## config.mk

```make
export PLATFORM = sky130hd
export DESIGN_NAME = rx_queue
export DESIGN_NICKNAME = d
export VERILOG_FILES = /design/src/rtl/rx_queue.sv
export SDC_FILE = /design/constraint.sdc
export NUM_CORES = 1
export LEC_CHECK = 0
export BUFFER_PORTS_ARGS = -buffer_cell sky130_fd_sc_hd__buf_2
export CAP_MARGIN = 0
export CORE_MARGIN = 2
export CORE_UTILIZATION = 50
export DETAILED_ROUTE_END_ITERATION = 8
export MAX_ROUTING_LAYER = met4
export PLACE_DENSITY = 0.68
export RECOVER_POWER = 50
export SYNTH_ARGS = -nofsm -noshare
export SYNTH_HDL_FRONTEND = slang
export SYNTH_SLANG_ARGS = --single-unit
```

## constraint.sdc

```tcl
create_clock -name clk -period 3.1 [get_ports clk]
set_clock_uncertainty 0.2 [all_clocks]
set_input_delay 0 -clock clk [delete_from_list [all_inputs] [get_ports clk]]
set_output_delay 0 -clock clk [all_outputs]
set_load 0.02 [all_outputs]
```

## src/rtl/rx_queue.sv

```systemverilog
`timescale 1ns/1ps
module rx_queue #(
  parameter int DEPTH = 16,
  parameter int W     = 8
) (
  input  logic                         clk,
  input  logic                         rst_n,
  input  logic                         fcr_we,
  input  logic [7:0]                   fcr_wdata,
  output logic [7:0]                   fcr_q,
  output logic                         fifo_mode,
  input  logic                         push_valid,
  input  logic                         push_lb,
  input  logic [W-1:0]                 push_data,
  output logic                         push_ready,
  output logic                         push_reject,
  output logic                         overrun,
  input  logic                         pop,
  output logic [W-1:0]                 pop_data,
  output logic [$clog2(DEPTH+1)-1:0]   count,
  output logic                         empty,
  output logic                         full
);
  localparam int AW = (DEPTH > 1) ? $clog2(DEPTH) : 1;
  localparam int CW = $clog2(DEPTH + 1);
  localparam logic [7:0] KEEP = 8'hC9;

  logic [7:0]    ctrl;
  logic [W-1:0]  mem [DEPTH];
  logic [AW-1:0] rd, wr;
  logic [CW-1:0] cnt;

  wire           on    = ctrl[0];
  wire [CW-1:0]  cap   = on ? CW'(DEPTH) : CW'(1);
  wire           flush = fcr_we && ((fcr_wdata[0] != on) || (fcr_wdata[0] && fcr_wdata[1]));
  wire           is_full  = (cnt == cap);
  wire           is_empty = (cnt == '0);
  wire           do_push  = push_valid && !is_full && !flush;
  wire           do_pop   = pop && !is_empty && !flush;

  function automatic logic [AW-1:0] step(input logic [AW-1:0] p);
    if (!on || p == AW'(DEPTH - 1)) return '0;
    return p + AW'(1);
  endfunction

  always_ff @(posedge clk) begin
    if (!rst_n) begin
      ctrl <= '0;
      rd   <= '0;
      wr   <= '0;
      cnt  <= '0;
    end else begin
      if (fcr_we) ctrl <= fcr_wdata[0] ? (fcr_wdata & KEEP) : 8'h00;
      if (flush) begin
        rd  <= '0;
        wr  <= '0;
        cnt <= '0;
      end else begin
        if (do_push) wr <= step(wr);
        if (do_pop)  rd <= step(rd);
        cnt <= cnt + CW'(do_push) - CW'(do_pop);
      end
    end
  end

  always_ff @(posedge clk) begin
    if (do_push) mem[wr] <= push_data;
  end

  assign fcr_q       = ctrl;
  assign fifo_mode   = on;
  assign push_ready  = !is_full;
  assign push_reject = push_valid && is_full && !flush;
  assign overrun     = push_reject && push_lb;
  assign pop_data    = is_empty ? {W{1'b1}} : mem[rd];
  assign count       = cnt;
  assign empty       = is_empty;
  assign full        = is_full;
endmodule

```

==> flow_metrics.py <==
metrics = {
    "placement": {
        "hpwl_mm": 7.69,
        "port_buffers": 41,
        "place_congestion": 0.779,
    },
    "clock_network": {
        "cts_made_buffers": 17,
        "h-tree-depth": 4,
        "cts_tree": "yes",
        "clk_pin_slew_ns": 0.06,
        "clockBufferDepth": 2,
        "clock_sinks": 149,
        "cts_root_buffer": "clkbuf_16",
        "clk_latency_ns": 0.41,
    },
    "route": {
        "wl_per_cell_um": 20.0,
        "drc": 0,
        "first_pass_iters": 4,
        "viasPerCell": 5.68,
        "drtAntennaViolNets": 0,
        "dr.first_iter.drc_count": 147,
        "num_vias": 3437,
        "wl_mm": 12.1,
    },
    "logic_synthesis": {
        "yosys_warnings": 0,
        "synth_top_area_cell": "edfxtp_1",
        "ys.flop_type": "edfxtp_1",
        "ys_seq_area_frac": 0.691,
        "synthArstFlopShare": 0,
        "synth-edff-count": 128,
        "synth_top_area_frac": 0.623,
        "syn_inst": 366,
        "syn-cell-area_mm2": 0.00617,
        "ys_seq_elements": 149,
        "synth_cell_type_count": 53,
        "synth_common_cells": "edfxtp_1, mux4_2, dfxtp_1",
        "synthTopCellsByArea": "edfxtp_1, mux4_2, dfxtp_1",
        "synth_most_common_cell": "edfxtp_1",
        "avgSynthCellArea_um2": 16.9,
    },
    "worst_setup_path": {
        "end_kind": "flip-flop",
        "cp-start-kind": "flip-flop",
        "cp.buffers_inverters": 1,
        "cp_top_family": "simple AND/OR/NAND/NOR gates",
        "critPathMaxFanout": 6,
        "crit_chain": "inv_1 -> ha_1 -> or4b_4 -> o211ai_4 -> xnor2_1 -> ha_1 -> fa_1 -> a21oi_1 -> nor2_1 -> or3_1 -> a21oi_1",
        "worstPathRequired_ns": 3.24,
        "slowest_delay_ns": 0.50,
        "crit_type": "reg -> reg",
        "crit_slowest_cell": "or4b_4",
        "cp_data_arrival_time_ns": 3.06,
    },
    "global_route": {
        "grt_pass1_wl_mm": 19.0,
        "grt_util_met2": 0.341,
        "grt_max_degree": 22,
        "track_usage": 0.206,
        "busiest_layer": "met2",
        "antenna_found_initial": 0,
        "grt_pass1_vias": 3577,
        "grt_overflow": 0,
        "grt_use_met3": 0.0501,
        "use_met1": 0.242,
    },
    "sta": {
        "fin_crit_ns": 2.92,
        "holdWs_ns": 0.166,
        "maxSlewHeadroom": 0.483,
        "fmax_mhz": 343,
        "rsz0062_at_grt": "no",
        "hold_viol_final": 0,
        "worst_pin_slew_ns": 0.769,
        "finalSetupTns_ns": 0,
        "slew_viol_final": 0,
        "final.period_utilization": 0.941,
        "setup_violations": 0,
    },
    "run": {
        "max_cap_viol_count": 0,
    },
    "floorplan": {
        "die_w_um": 115,
        "io-pin-count": 49,
        "row_count": 40,
        "die_h_um": 115,
        "fp.dieArea_mm2": 0.0133,
        "design.core.area_mm2": 0.0120,
        "start_util": 0.514,
    },
    "power_and_ir_drop": {
        "vdd_drop_max_v": 0.000426,
        "p_leak_uw": 0.00248,
        "powerDensity_mw_per_mm2": 748,
    },
    "cells_and_area": {
        "syn_to_final_growth_pct": 20.0,
        "drive_above_1_share": 0.216,
        "fillCellCount": 888,
        "fin_nets": 478,
        "n_antenna_cell": 0,
    },
    "status": {
        "status": "complete, no violations",
    },
    "hold_path": {
        "hold_class": "in -> out",
    },
}
## sequential cells by signal (all words and copies together) (netlist names), named ones only
name,flops
mem,128
count,5
fcr_q,4
rd,4
wr,4
## cells in the final DEF (no fill, tap or decap), drive strengths merged, types with 2 or more instances in the layout
| cell | synthesis | routed |
|---|---|---|
| mux4 | 24 | 24 |
| nand2 | 12 | 12 |
| xnor2 | 3 | 3 |
| a21oi | 9 | 9 |
| and3b | 2 | 2 |
| edfxtp | 128 | 128 |
| buf | 14 | 30 |
| o41ai | 2 | 2 |
| clkinvlp | 0 | 3 |
| mux2i | 19 | 19 |
| inv | 7 | 7 |
| xor2 | 2 | 2 |
| dlygate4sd3 | 0 | 25 |
| dfxtp | 21 | 21 |
| a22oi | 8 | 8 |
| a21boi | 5 | 5 |
| nand3b | 2 | 2 |
| nand4 | 2 | 2 |
| ha | 10 | 10 |
| o22ai | 8 | 8 |
| nand3 | 7 | 7 |
| clkbuf | 5 | 39 |
| bufinv | 0 | 5 |
| and2 | 4 | 4 |
| clkinv | 1 | 7 |
| a21o | 2 | 2 |
| a211oi | 8 | 8 |
| nor2b | 7 | 7 |
| o211ai | 2 | 2 |
| nand2b | 3 | 3 |
| and3 | 14 | 14 |
| o21ai | 8 | 8 |
| conb | 1 | 4 |
| nor2 | 13 | 13 |
| or3 | 3 | 3 |
## per-layer routing
metal  vias to the layer above  wire, um  share of wire
met5                         -         0              0
met4                         0       192          0.016
met3                        15       507          0.042
met2                        87      6390           0.53
met1                      1728      5020           0.41
li1                       1607         -              -
## worst min-delay path, stage by stage
cell	delay, ns
buf_2	0.07
and3_1	0.13
buf_2	0.16
## kinds of logic (layout without fill, tap and decap cells)
kind of cell,after synthesis,count (layout),synth area share
buffers and inverters,27,116,0.0241
and+or+nand+nor,74,74,0.0689
other,1,4,0.000607
DFF,149,149,0.691
AOI/OAI and AO/OA,56,56,0.0667
muxes,43,43,0.118
xor gates and xnor gates,5,5,0.00709
adders and majority gates,11,11,0.0235
## through the flow
stage	setup slack, ns	cell area [um^2]	util	std cells	power [uW]
detailed placement	0.196	6530	0.544	546	3390
CTS	0.163	7420	0.618	603	5580
global placement	0.248	6530	0.544	546	3370
finish	0.182	7410	0.617	605	5540
global route	0.0103	7410	0.617	605	5770
floorplan	0.0177	6180	-	369	3070
## cell type report
class,instances,area [um^2],share of cell area
well taps,147,184,0.0248
clock buffers,18,429,0.0579
multi-input cells,193,1770,0.239
inverters,8,30.0,0.00405
repair buffers,76,515,0.0696
clock inverters,14,209,0.0282
flip-flops and latches,149,4270,0.576
## power breakdown
group,switching (uW),leakage [uW],internal (uW)
registers,71.7,0.00133,2230
logic,620,0.000850,443
clock network,752,0.000303,1420
## path summary, 6_finish.rpt
path         cells past startpoint  slack [ns]             endpoint                 from
min reg2reg                      2        0.34   wr[1]$_SDFFE_PP0P_   wr[1]$_SDFFE_PP0P_
max                             11        0.18  count[4]$_SDFF_PP0_  count[2]$_SDFF_PP0_
min                              3        0.17              overrun              push_lb
max reg2reg                     11        0.18  count[4]$_SDFF_PP0_  count[2]$_SDFF_PP0_
## what timing repair did
item                                   CTS  global route
buffers inserted                         0             2
resized for setup                        0             0
setup endpoints to repair                0             1
hold buffers                            25             0
endpoints found under the hold margin  149             0
(Power assumes the default switching activity.)
